File: config.mk
export PLATFORM = sky130hd
export DESIGN_NAME = dbg_trap_unit
export DESIGN_NICKNAME = d
export VERILOG_FILES = /design/src/rtl/dbgt_pkg.sv /design/src/rtl/dbgt_sync.sv /design/src/rtl/dbgt_step_sel.sv /design/src/rtl/dbg_trap_unit.sv
export SDC_FILE = /design/constraint.sdc
export NUM_CORES = 1
export LEC_CHECK = 0
export ABC_AREA = 1
export BUFFER_PORTS_ARGS = -buffer_cell sky130_fd_sc_hd__buf_4
export CORE_MARGIN = 5
export CORE_UTILIZATION = 47
export DETAILED_ROUTE_END_ITERATION = 10
export PLACE_DENSITY = 0.79
export RECOVER_POWER = 50
export REMOVE_ABC_BUFFERS = 1
export SYNTH_ARGS = -nofsm -noshare
export SYNTH_HDL_FRONTEND = slang
export SYNTH_SLANG_ARGS = --single-unit
File: constraint.sdc
create_clock -name clk -period 1.1 [get_ports clk]
set_input_delay 0.055 -clock clk [delete_from_list [all_inputs] [get_ports clk]]
set_output_delay 0.055 -clock clk [all_outputs]
set_load 0.005 [all_outputs]
File: src/rtl/dbgt_pkg.sv
package dbgt_pkg;
    localparam int CFG_W     = 32;
    localparam int N_CTX     = 4;
    localparam int CTX_W     = $clog2(N_CTX);
    localparam int FLAG_W    = 3 + N_CTX;
    localparam int BP_LSB    = 8;

    typedef struct packed {
        logic             pin_mode;
        logic             brk_en;
        logic             match_en;
        logic [N_CTX-1:0] step_en;
    } dbgt_flags_t;
endpackage

File: src/rtl/dbgt_sync.sv
module dbgt_sync #(
    parameter int STAGES = 2
) (
    input  logic clk,
    input  logic rst_n,
    input  logic async_in,
    output logic rise_o
);
    logic [STAGES:0] sh_q;

    always_ff @(posedge clk) begin
        if (!rst_n) sh_q <= '0;
        else        sh_q <= {sh_q[STAGES-1:0], async_in};
    end

    assign rise_o = sh_q[STAGES-1] & ~sh_q[STAGES];
endmodule

File: src/rtl/dbgt_step_sel.sv
module dbgt_step_sel #(
    parameter int N_CTX = 4,
    localparam int CW   = $clog2(N_CTX)
) (
    input  logic [N_CTX-1:0] step_en,
    input  logic [CW-1:0]    ctx,
    output logic             sel_o
);
    logic [N_CTX-1:0] hit;

    for (genvar i = 0; i < N_CTX; i++) begin : g_ctx
        assign hit[i] = step_en[i] && (ctx == CW'(i));
    end

    assign sel_o = |hit;
endmodule

File: src/rtl/dbg_trap_unit.sv
module dbg_trap_unit
    import dbgt_pkg::*;
#(
    parameter int ADDR_W      = 20,
    parameter int SYNC_STAGES = 2
) (
    input  logic              clk,
    input  logic              rst_n,
    input  logic              cfg_we,
    input  logic [CFG_W-1:0]  cfg_wdata,
    input  logic [ADDR_W-1:0] pc_addr,
    input  logic [CTX_W-1:0]  exec_ctx,
    input  logic              retire,
    input  logic              in_handler,
    input  logic              brk_async,
    output logic              trap_req,
    output logic              pin_read_mode
);
    localparam int BP_MSB = BP_LSB + ADDR_W - 1;

    typedef struct packed {
        dbgt_flags_t       flags;
        logic [ADDR_W-1:0] bp;
        logic              match_done;
        logic              brk_pend;
        logic              trap;
    } state_t;

    state_t s_d, s_q;
    logic   brk_rise;
    logic   step_sel;
    logic   addr_eq;
    logic   step_hit;
    logic   match_hit;
    logic   fire;
    logic   brk_pend_w;

    dbgt_sync #(.STAGES(SYNC_STAGES)) u_sync (
        .clk      (clk),
        .rst_n    (rst_n),
        .async_in (brk_async),
        .rise_o   (brk_rise)
    );

    dbgt_step_sel #(.N_CTX(N_CTX)) u_step (
        .step_en (s_q.flags.step_en),
        .ctx     (exec_ctx),
        .sel_o   (step_sel)
    );

    always_comb begin
        s_d       = s_q;
        addr_eq   = (pc_addr == s_q.bp);
        step_hit  = retire && step_sel;
        match_hit = s_q.flags.match_en && retire && addr_eq && !s_q.match_done;
        fire      = !in_handler && (step_hit || match_hit || s_q.brk_pend);

        s_d.trap = fire;

        // address trap is one-shot per visit to the breakpoint
        if (!addr_eq)
            s_d.match_done = 1'b0;
        else if (retire && s_q.flags.match_en)
            s_d.match_done = 1'b1;

        // break edge is held until delivered
        if (fire)
            s_d.brk_pend = 1'b0;
        if (brk_rise && s_q.flags.brk_en)
            s_d.brk_pend = 1'b1;
        if (!s_q.flags.brk_en)
            s_d.brk_pend = 1'b0;

        if (cfg_we) begin
            s_d.flags      = dbgt_flags_t'(cfg_wdata[FLAG_W-1:0]);
            s_d.bp         = cfg_wdata[BP_MSB:BP_LSB];
            s_d.match_done = 1'b0;
            if (!cfg_wdata[5])
                s_d.brk_pend = 1'b0;
        end
    end

    always_ff @(posedge clk) begin
        if (!rst_n) s_q <= '0;
        else        s_q <= s_d;
    end

    assign trap_req      = s_q.trap;
    assign pin_read_mode = s_q.flags.pin_mode;
    assign brk_pend_w    = s_q.brk_pend;
endmodule

==> results.md, run 1 <==
- Status: finished clean
- Vias in the first global route: between 1,500 and 2,000
- Hold/Removal Path Class: primary input to flip-flop
- P&R area growth vs syn: 53.1%
- Post-Syn Area: about 1500 um^2
- WL per Instance: 11.2 um
- Max-Cap Viols: 0
- Kind of critical path: flip-flop to flip-flop
- Synth top area share: 0.446
- Initial Utilization: 0.489
- Post-synthesis sequential area ratio: 0.446
- Antenna cells: 0
- Congestion Overflow GR: 0
- Bufs and invs on worst path: 0
- I/O Buffers: 56
- Synth Warn #: 0
- Pwr Density: ~1100 nW/um^2
- First-pass detailed-route iteration total: 4
- Setup Fix Bufs, Post-CTS: 0
- Gate count after technology mapping: 211
- Post-Route Setup TNS: 0 ns
- Critical path's top delay family: simple AND/OR/NAND/NOR gates
- RSZ-0062 raised after global routing: true
- Die Y: 66.1 um
- Multiplexer share of the synthesized area: 0
- Synth Area in Simple Gates: 0.242
- Layout cell share with drive strength beyond 1: 0.286
- Worst IR Drop VDD: 0.897 mV
- Iteration-0 DRC Markers: 81
- Worst hold stages: 3
- Finished Cell Area: around 2300 um^2
- Xor/xnor cell area share of the yosys netlist: 0.0769
- CP Max Fanout: 2
- Worst path slowest cell: dfxtp_2
- Layout Utilization: 0.748
- Worst R2R End: trap_req$_SDFF_PN0_
- Tightest Pin Transition: ~0.21 ns
- # rows: 20
- Lkg Pwr: ~1.1 nW
- Synth cell types: 20
- Root buf cell: clkbuf_4
- Yosys reg bits: 33
- Setup crit end kind: flip-flop
- CTS tree: done
- H-tree depth: 2
- Largest net degree at the start of global routing: 27
- HPWL after detailed placement: about 2400 um
- Final #Nets: 354
- Final worst slack: 0.0395 ns
- Vias: about 1,500
- Initial antenna violation count: 0
- Slowest stage delay, CP: about 0.33 ns
- Skew-Pair Late Insertion Delay: approximately 0.33 ns
- Fmax: between 0.9 and 1 GHz
- Critical path cell sequence: xnor2_1 -> nand2_1 -> nor2_1 -> nand2_1 -> nor2_2 -> nand3_1 -> a21oi_2
- CP Launch Type: flip-flop
- Fin. Hold Viols: 0
- Routability cong.: between 0.7 and 0.8
- R2r setup slk: 0.04 ns
- CTS buffer count: 5
- Cell taking the most area after synthesis: dfxtp_1
- Tcrit/Tclk final: 0.964
- Clock skew: approximately 0.0034 ns
- Slew Limit Headroom: 0.859
- Remaining antenna violation count: 0
- I/O pin total: 62
- Worst-path clk slew: 0.09 ns
- Synth area leaders: dfxtp_1 (45%), nor2_1 (11%), nand2_1 (11%)
- Pre-CTS setup slack: between 0.06 and 0.07 ns
- Most frequent CP cell: nand2_1
- Final Max Tran Viols: 0
- Worst EP arrival: between 1 and 1.5 ns
- # DRC: 0
- Min-delay src: cfg_wdata[25]
- Routed Wire Length: between 3000 and 4000 um
- Total power: 0.00250 W
- First-pass GRT wire length: 6250 um
- Hold Path End: s_q[20]$_SDFFE_PN0P_
- Via density: about 4.6
- Clock Sinks: 33
- Reg2reg start: s_q[3]$_SDFFE_PN0P_
- Clock Path Buffers: 2
- Syn_area_per_cell: approximately 7 um^2
- Chip Width: roughly 66 um
- Main combinational cell family by area after synthesis: simple AND/OR/NAND/NOR gates
- Compound-cell area share of the yosys netlist: 0.148
- Die area: around 4400 um^2
- Worst reg2reg path depth: 7
- Final Setup Violations: 0
- CP Data Required Time: 1.38 ns
- Final min period: between 1 and 1.5 ns
- Core area: 3030 um^2
- Total GRT Usage: 0.187
- Post-synthesis adder-cell area fraction: 0
- DP Area: 1950 um^2
stage by stage:
step / hold slack (ns) / std cells
6_report: 0.00596 / 338
4_1_cts: 0.00151 / 338
3_3_place_gp: 0.239 / 306
5_1_grt: 0.0158 / 338
2_1_floorplan: 0.148 / 203
3_5_place_dp: 0.241 / 306
state kept, by name, indices dropped and copies added, names as in the netlist:
signal / flops
s_q: 27
u_sync.sh_q: 3
brk_pend_w: 1
pin_read_mode: 1
trap_req: 1
layer usage:
layer,global-route usage,share of wire
met5,0,0
met4,0.0457,0.0082
met3,0.0731,0.094
met2,0.335,0.50
met1,0.204,0.39
Yosys cell counts:
master	instances
nand3_1	2
a211oi_1	1
xnor2_1	1
buf_1	1
or2_2	1
inv_2	7
nor2_2	2
dfxtp_1	33
buf_4	1
buf_2	4
nor2_1	43
clkbuf_1	2
nand2_1	42
inv_1	17
xor2_1	12
a21oi_2	1
o211ai_1	1
nor3_2	1
o21ai_0	27
a21oi_1	12
cells in the final DEF (no fill, tap or decap), types with 2 or more instances in the layout:
cell type / n
dfxtp_1: 26
xor2_1: 12
o21ai_0: 27
nand3_1: 2
nand2_1: 42
clkbuf_4: 6
a21oi_1: 12
buf_4: 57
dlygate4sd3_1: 25
inv_2: 7
dfxtp_2: 7
inv_1: 16
nor2_2: 2
nor2_1: 43
worst max-delay path by stage:
stage / start / slack (ns) / end / depth (start not counted)
after global routing: s_q[3]$_SDFFE_PN0P_ / -0.09 / trap_req$_SDFF_PN0_ / 7
after CTS: s_q[22]$_SDFFE_PN0P_ / 0.04 / trap_req$_SDFF_PN0_ / 9
final: s_q[3]$_SDFFE_PN0P_ / 0.04 / trap_req$_SDFF_PN0_ / 7
after floorplan: s_q[8]$_SDFFE_PN0P_ / 0.15 / trap_req$_SDFF_PN0_ / 6
after detailed placement: s_q[22]$_SDFFE_PN0P_ / 0.06 / trap_req$_SDFF_PN0_ / 9
after global placement: s_q[22]$_SDFFE_PN0P_ / 0.07 / trap_req$_SDFF_PN0_ / 9
layout make-up:
type                    count  area (um^2)
repair buffers             84          706
clock buffers               7         55.1
fillers                   233          762
flip-flops and latches     33          669
well taps                  44         55.1
multi-input cells         146          691
inverters                  24         90.1
report_power, final:
part           total [W]  switching, W  internal, W
Combinational   0.000496      0.000207     0.000289
Clock           0.000689      0.000387     0.000302
Sequential       0.00131     0.0000411      0.00127
Total            0.00250      0.000636      0.00186
timing repair:
item	in CTS	in global routing
endpoints found under the setup margin	0	2
hold buffers	25	0
endpoints found under the hold margin	26	0
resized for setup	0	8
cells by family after synthesis:
family / after synthesis
AND/OR/NAND/NOR: 91
XOR/XNOR: 13
buffers and inverters: 32
flip-flops: 33
AO/OA/AOI/OAI: 42
worst min-delay path, delay by kind of cell:
kind	cells	cell delay (ns)
buffers and inverters	1	0.07
AOI/OAI and AO/OA	2	0.17
(Power assumes the default switching activity.)
==> run 2: changes to the inputs <==
--- a/config.mk
+++ b/config.mk
@@ -5,12 +5,12 @@
 export SDC_FILE = /design/constraint.sdc
 export NUM_CORES = 1
 export LEC_CHECK = 0
-export ABC_AREA = 1
+export ABC_AREA = 0
 export BUFFER_PORTS_ARGS = -buffer_cell sky130_fd_sc_hd__buf_4
 export CORE_MARGIN = 5
-export CORE_UTILIZATION = 47
+export CORE_UTILIZATION = 46
 export DETAILED_ROUTE_END_ITERATION = 10
-export PLACE_DENSITY = 0.79
+export PLACE_DENSITY = 0.78
 export RECOVER_POWER = 50
 export REMOVE_ABC_BUFFERS = 1
 export SYNTH_ARGS = -nofsm -noshare
==> run 2 against run 1 <==
  * The run now ends with negative setup slack left
  * Die area is 2.6% lower
  * Flip-flop and latch count unchanged
  * Count of clock-buffer cells in the layout rose by 1
  * Synthesized cell count down 35%
  * Via count is 17% lower
  * Clock power down 7.3%
  * Worst setup slack got worse by 0.25 ns
  * Combinational power is essentially flat
  * Critical path depth shrank 2
  * Wire length decreased by 2.1%
  * Global-route usage shrank 0.29 points
==> results.md, run 2 <==
- Via density: 4.91 (was 4.57)
- Tcrit/Tclk final: 1.19 (was 0.964)
- RSZ-0062 raised after global routing: true (unchanged)
- Core area: 2980 um^2 (was 3030 um^2)
- Yosys reg bits: 33 (unchanged)
- Sequential share of power: 0.534 (was 0.526)
- Clock share of power: 0.263 (was 0.276)
- CTS buffer count: 5 (unchanged)
- Final worst slack: -0.209 ns (was 0.0395 ns)
- Post-synth top cells: dfxtp_1 (33), nor2_1 (28), mux2i_1 (26) (was nor2_1 (43), nand2_1 (42), dfxtp_1 (33))
- Final #Nets: 288 (was 354)
- Final Setup Violations: 2 (was 0)
- Worst EP arrival: 1.56 ns (was 1.34 ns)
- Clock skew: 0.00675 ns (was 0.00337 ns)
- Worst-path clk slew: 0.10 ns (was 0.09 ns)
- Pre-CTS setup slack: -0.287 ns (was 0.0642 ns)
- Total GRT Usage: 0.184 (was 0.187)
- Die Y: 65.2 um (was 66.1 um)
- Initial antenna violation count: 0 (unchanged)
- Post-Syn Area: 1400 um^2 (was 1480 um^2)
- Final Max Tran Viols: 0 (unchanged)
- Tightest Pin Transition: 0.310 ns (was 0.211 ns)
- Kind of critical path: flip-flop to flip-flop (unchanged)
- First-pass detailed-route iteration total: 4 (unchanged)
- Biggest register: s_q (unchanged)
- Synth Warn #: 0 (unchanged)
- Count leader, synth: dfxtp_1 (was nor2_1)
- Top Registers: s_q: 27 flops, u_sync.sh_q: 3 flops (unchanged)
- Violated checks: negative setup slack
- Synth cell types: 20 (unchanged)
- Vias in the first global route: 1,393 (was 1,509)
- Clock Sinks: 33 (unchanged)
- I/O Buffers: 56 (unchanged)
- Setup crit end kind: flip-flop (unchanged)
- Synth area leaders: dfxtp_1 (47%), mux2i_1 (19%), xor2_1 (12%) (was dfxtp_1 (45%), nor2_1 (11%), nand2_1 (11%))
- Fill count: 212 (was 233)
- Status: finished, violations left (was finished clean)
- Final min period: 1.31 ns (was 1.06 ns)
- Net Sw Frac: 0.251 (was 0.255)
- Syn_area_per_cell: 10.2 um^2 (was 7.02 um^2)
- Routed Wire Length: 3700 um (was 3780 um)
- Worst hold stages: 3 (unchanged)
- Most common cell after layout, fill and taps aside: buf_4 (unchanged)
- Largest net degree at the start of global routing: 16 (was 27)
- CTS tree: done (unchanged)
- Chip Width: 65.2 um (was 66.1 um)
- Congestion Overflow GR: 0 (unchanged)
- Clock Path Buffers: 2 (unchanged)
- Fin. Hold Viols: 0 (unchanged)
- Skew-Pair Late Insertion Delay: 0.33 ns (about the same)
- Post-Route Setup TNS: -0.409 ns (was 0 ns)
- # rows: 20 (unchanged)
- Total power: 0.00243 W (was 0.00250 W)
- First-pass GRT wire length: 5960 um (was 6250 um)
- EDFF count, synth: 0 (unchanged)
- Remaining antenna violation count: 0 (unchanged)
- Most frequent cells in the layout: buf_4 (58), dfxtp_1 (29), nor2_1 (28), dlygate4sd3_1 (28), mux2i_1 (26) (was buf_4 (57), nor2_1 (43), nand2_1 (42), o21ai_0 (27), dfxtp_1 (26))
- Die area: 4260 um^2 (was 4370 um^2)
- Post-synthesis sequential area ratio: 0.471 (was 0.446)
- Combinational share of power: 0.203 (was 0.199)
- WL per Instance: 14.1 um (was 11.2 um)
- CP Data Required Time: 1.35 ns (was 1.38 ns)
- Cell taking the most area after synthesis: dfxtp_1 (unchanged)
- Sw power: 0.000610 W (was 0.000636 W)
- Synth top area share: 0.471 (was 0.446)
- Hold/Removal Path Class: primary input to flip-flop (unchanged)
- Worst IR Drop VDD: 0.851 mV (was 0.897 mV)
- Gate count after technology mapping: 137 (was 211)
- Internal power: 0.00182 W (was 0.00186 W)
- Antenna cells: 0 (unchanged)
- I/O pin total: 62 (unchanged)
- Fmax: 0.764 GHz (was 0.943 GHz)
- Lkg Pwr: 1.07 nW (was 1.10 nW)
- Slew Limit Headroom: 0.792 (was 0.859)
- Vias: 1,287 (was 1,545)
- Most used DFF post-synth: dfxtp_1 (unchanged)
- Layout cell share with drive strength beyond 1: 0.336 (was 0.286)
- H-tree depth: 2 (unchanged)
- CP Launch Type: flip-flop (unchanged)
- HPWL after detailed placement: 2570 um (was 2440 um)
- Pwr Density: 1090 nW/um^2 (was 1100 nW/um^2)
- CP Max Fanout: 2 (unchanged)
- Async SR Flop Fraction: 0 (unchanged)
- Worst reg2reg path depth: 5 (was 7)
- Initial Utilization: 0.471 (was 0.489)
- Root buf cell: clkbuf_4 (unchanged)
- P&R area growth vs syn: 59.7% (was 53.1%)
- # DRC: 0 (unchanged)
- Max-Cap Viols: 0 (unchanged)
- Max reg flops: 27 (unchanged)
- Iteration-0 DRC Markers: 37 (was 81)
- Routability cong.: 0.751 (was 0.717)
[run 2: cell types whose count changed in the layout (fill, tap and decap cells not counted), moves of 3 or more]
cell           before  now
nand2_1            42    3
mux2i_1             0   26
o21ai_0            27    1
nor2_1             43   28
inv_1              16    3
a21oi_1            12    1
xor2_1             12   20
inv_2               7    0
nor4_2              0    5
clkbuf_1            1    4
dfxtp_1            26   29
dfxtp_2             7    4
dlygate4sd3_1      25   28
[run 2: routing by layer]
layer / wire [um] / vias to the layer above / GRT usage
met5: 0 / - / 0
met3: 228 / 9 / 0.0530
met2: 1920 / 46 / 0.339
li1: - / 640 / -
met1: 1460 / 592 / 0.191
met4: 90 / 0 / 0.0803
[run 2: logic make-up after synthesis]
group | count (synthesis) | synth area share
and+or+nand+nor | 44 | 0.153
AOI/OAI and AO/OA | 5 | 0.0223
muxes | 27 | 0.201
DFF | 33 | 0.471
xor gates and xnor gates | 20 | 0.125
buffers and inverters | 8 | 0.0276
[run 2: worst paths after layout]
kind | slack, ns | endpoint | start
setup / recovery | -0.21 | trap_req$_SDFF_PN0_ | s_q[16]$_SDFFE_PN0P_
hold / removal | 0.01 | s_q[22]$_SDFFE_PN0P_ | cfg_wdata[27]
setup reg to reg | -0.21 | trap_req$_SDFF_PN0_ | s_q[16]$_SDFFE_PN0P_
hold reg to reg | 0.45 | u_sync.sh_q[1]$_SDFF_PN0_ | u_sync.sh_q[0]$_SDFF_PN0_
[run 2: area by class of cell]
| type | instances | area [um^2] | area share |
|---|---|---|---|
| well taps | 33 | 41.3 | 0.0184 |
| repair buffers | 89 | 747 | 0.333 |
| flip-flops and latches | 33 | 666 | 0.297 |
| inverters | 3 | 11.3 | 0.00502 |
| clock buffers | 8 | 48.8 | 0.0218 |
| multi-input cells | 96 | 728 | 0.325 |
[run 2: timing repair]
action | in CTS | in global routing
resized for setup | 5 | 3
pin swaps | 4 | 1
hold buffers | 28 | 0
buffers inserted | 1 | 0
hold endpoints to repair | 29 | 0
endpoints found under the setup margin | 2 | 2
[run 2: worst max-delay path, cell delays in order, from the launching register on]
cell	delay, ns
dfxtp_1	0.33
xor2_1	0.17
nor4_2	0.31
nand3_1	0.17
buf_4	0.17
o32ai_2	0.09
[run 2: per-stage QoR]
stage / cells / utilization / hold WS, ns / instance area [um^2]
after floorplan: 132 / - / 0.173 / 1380
after global placement: 225 / 0.632 / 0.268 / 1880
after detailed placement: 225 / 0.632 / 0.274 / 1880
after CTS: 262 / 0.751 / 0.00497 / 2240
after global routing: 262 / 0.753 / 0.0102 / 2240
final: 262 / 0.753 / 0.0134 / 2240
[run 2: power groups by stage]
stage	registers, W	clock network, W	logic, W
6_report	0.00130	0.000639	0.000495
5_1_grt	0.00131	0.000712	0.000539
4_1_cts	0.00130	0.000650	0.000492
3_5_place_dp	0.00133	0	0.000405
3_3_place_gp	0.00132	0	0.000391
2_1_floorplan	0.00132	0	0.000171
==> run 3: changes to the inputs <==
--- a/config.mk
+++ b/config.mk
@@ -7,10 +7,12 @@
 export LEC_CHECK = 0
 export ABC_AREA = 0
 export BUFFER_PORTS_ARGS = -buffer_cell sky130_fd_sc_hd__buf_4
+export CELL_PAD_IN_SITES_DETAIL_PLACEMENT = 0
+export CELL_PAD_IN_SITES_GLOBAL_PLACEMENT = 1
 export CORE_MARGIN = 5
-export CORE_UTILIZATION = 46
+export CORE_UTILIZATION = 34
 export DETAILED_ROUTE_END_ITERATION = 10
-export PLACE_DENSITY = 0.78
+export PLACE_DENSITY_LB_ADDON = 0.1
 export RECOVER_POWER = 50
 export REMOVE_ABC_BUFFERS = 1
 export SYNTH_ARGS = -nofsm -noshare
==> run 3 against run 2 <==
  * The run still ends with negative setup slack left
  * First-iteration DRC count grew 11%
  * Via count fell by 7.8%
  * Sequential power barely moved
  * Largest power group unchanged
  * Core utilization is 22 points lower
  * Count of clock-buffer cells in the layout shrank 1
  * Highest routed layer unchanged
  * Power grew 13%
==> results.md, run 3 (synthesis gave the netlist of run 2 again) <==
- Status: finished, violations left (unchanged)
- Violated checks: negative setup slack (unchanged)
- Tightest Pin Transition: 0.283 ns (was 0.310 ns)
- Most common cell after layout, fill and taps aside: buf_4 (unchanged)
- Hold_ws: 0.00747 ns (was 0.0134 ns)
- First-pass detailed-route iteration total: 4 (unchanged)
- Post-Route Setup TNS: -0.212 ns (was -0.409 ns)
- DP Area: 1910 um^2 (was 1880 um^2)
- Worst EP arrival: 1.45 ns (was 1.56 ns)
- Fin. Hold Viols: 0 (unchanged)
- Tcrit/Tclk final: 1.13 (was 1.19)
- Fmax: 0.801 GHz (was 0.764 GHz)
- Root buf cell: clkbuf_8 (was clkbuf_4)
- Area of the multi-input gates: 751 um^2 (was 728 um^2)
- Slowest stage delay, CP: 0.33 ns (about the same)
- Max reg flops: 27 (unchanged)
- CP Data Required Time: 1.30 ns (was 1.35 ns)
- Vias: 1,186 (was 1,287)
- Final Setup Violations: 2 (unchanged)
- Antenna cells: 0 (unchanged)
- Slew Limit Headroom: 0.812 (was 0.792)
- H-tree depth: 2 (unchanged)
- WL per Instance: 13.0 um (was 14.1 um)
- Layout Utilization: 0.537 (was 0.753)
- Worst IR Drop VDD: 0.679 mV (was 0.851 mV)
- Core area: 4000 um^2 (was 2980 um^2)
- Layout cell share with drive strength beyond 1: 0.405 (was 0.336)
- CP Launch Type: flip-flop (unchanged)
- Non-filler cells, final: 260 (was 262)
- Bufs and invs on worst path: 0 (was 1)
- Cell count after placement: 243 (was 225)
- Iteration-0 DRC Markers: 41 (was 37)
- Via density: 4.56 (was 4.91)
- RSZ-0062 raised after global routing: true (unchanged)
- CTS buffer count: 5 (unchanged)
- Most frequent cells in the layout: buf_4 (62), nor2_1 (28), dfxtp_1 (28), mux2i_1 (26), xor2_1 (17) (was buf_4 (58), dfxtp_1 (29), nor2_1 (28), dlygate4sd3_1 (28), mux2i_1 (26))
- Final min period: 1.25 ns (was 1.31 ns)
- Routed Wire Length: 3390 um (was 3700 um)
- Top Registers: s_q: 27 flops, u_sync.sh_q: 3 flops (unchanged)
- Worst-path clk slew: 0.07 ns (was 0.10 ns)
- Vias in the first global route: 1,203 (was 1,393)
- Clock Sinks: 33 (unchanged)
- Final Max Tran Viols: 0 (unchanged)
- Lkg Pwr: 1.03 nW (was 1.07 nW)
- Fill count: 396 (was 212)
- I/O pin total: 62 (unchanged)
- Initial Utilization: 0.351 (was 0.471)
- Chip Width: 74.3 um (was 65.2 um)
- Remaining antenna violation count: 0 (unchanged)
- Clock Path Buffers: 2 (unchanged)
- # rows: 23 (was 20)
- Hold/Removal Path Class: primary input to flip-flop (unchanged)
- I/O Buffers: 56 (unchanged)
- Kind of critical path: flip-flop to flip-flop (unchanged)
- Die Y: 74.3 um (was 65.2 um)
- Critical path's top delay family: simple AND/OR/NAND/NOR gates (unchanged)
- Largest net degree at the start of global routing: 19 (was 16)
- Finished Cell Area: 2150 um^2 (was 2240 um^2)
- Routability cong.: 0.743 (was 0.751)
- P&R area growth vs syn: 53.0% (was 59.7%)
- Worst path slowest cell: dfxtp_2 (was dfxtp_1)
- Pwr Density: 1280 nW/um^2 (was 1090 nW/um^2)
- Biggest register: s_q (unchanged)
- Max-Cap Viols: 0 (unchanged)
- Die area: 5510 um^2 (was 4260 um^2)
- Clock skew: 0.00439 ns (was 0.00675 ns)
- Critical path cell sequence: xor2_2 -> nor4_4 -> nand2_1 -> nor4_2 (was xor2_1 -> nor4_2 -> nand3_1 -> buf_4 -> o32ai_2)
- CP Max Fanout: 2 (unchanged)
- Congestion Overflow GR: 0 (unchanged)
- Register Area: 667 um^2 (was 666 um^2)
- # DRC: 0 (unchanged)
- Skew-Pair Late Insertion Delay: 0.28 ns (was 0.33 ns)
- Final worst slack: -0.148 ns (was -0.209 ns)
- Initial antenna violation count: 0 (unchanged)
- CTS tree: done (unchanged)
- Final #Nets: 269 (was 288)
- HPWL after detailed placement: 2520 um (was 2570 um)
- First-pass GRT wire length: 5340 um (was 5960 um)
- Total GRT Usage: 0.131 (was 0.184)
- Setup crit end kind: flip-flop (unchanged)
-- run 3: worst register-to-register path, cell delays in order, from the launching register on --
cell     delay (ns)
dfxtp_2        0.33
xor2_2         0.16
nor4_4         0.31
nand2_1        0.11
nor4_2         0.26
-- run 3: worst paths after layout --
| kind | start | depth (start not counted) | end | slack, ns |
|---|---|---|---|---|
| min | cfg_wdata[23] | 3 | s_q[18]$_SDFFE_PN0P_ | 0.007 |
| max reg2reg | s_q[5]$_SDFFE_PN0P_ | 4 | s_q[2]$_SDFFE_PP0P_ | -0.15 |
| max | s_q[5]$_SDFFE_PN0P_ | 4 | s_q[2]$_SDFFE_PP0P_ | -0.15 |
| min reg2reg | u_sync.sh_q[0]$_SDFF_PN0_ | 1 | u_sync.sh_q[1]$_SDFF_PN0_ | 0.44 |
-- run 3: area by class of cell --
type                    instances  share of cell area
multi-input cells              96               0.349
inverters                       3             0.00524
clock inverters                 1             0.00233
flip-flops and latches         33               0.310
repair buffers                 70               0.259
well taps                      50              0.0291
clock buffers                   7              0.0448
-- run 3: power breakdown --
part / leakage [nW] / switching, W / internal [W] / total (W)
registers: 0.274 / 0.0000405 / 0.00126 / 0.00130
clock network: 0.0542 / 0.000426 / 0.000565 / 0.000991
logic: 0.699 / 0.000177 / 0.000275 / 0.000452
total: 1.03 / 0.000644 / 0.00210 / 0.00275
-- run 3: through the flow --
stage / total power (W) / worst slack [ns]
after floorplan: 0.00149 / -0.0666
after global placement: 0.00172 / -0.233
after detailed placement: 0.00173 / -0.240
after CTS: 0.00277 / -0.179
after global routing: 0.00290 / -0.230
final: 0.00275 / -0.148
-- run 3: per-layer routing --
layer	up-vias	share of wire	GRT usage	routed length (um)
met5	-	0	0	0
met4	0	0.014	0.0593	46
met3	4	0.080	0.0568	272
met2	38	0.49	0.207	1660
met1	544	0.42	0.154	1410
li1	600	-	-	-
-- run 3: timing repair --
item	4_1_cts	5_1_grt
pin swaps	4	7
gates resized for setup	2	10
hold endpoints to repair	7	0
hold buffers	7	0
setup buffers	0	2
cloned	0	0
setup endpoints to repair	2	2
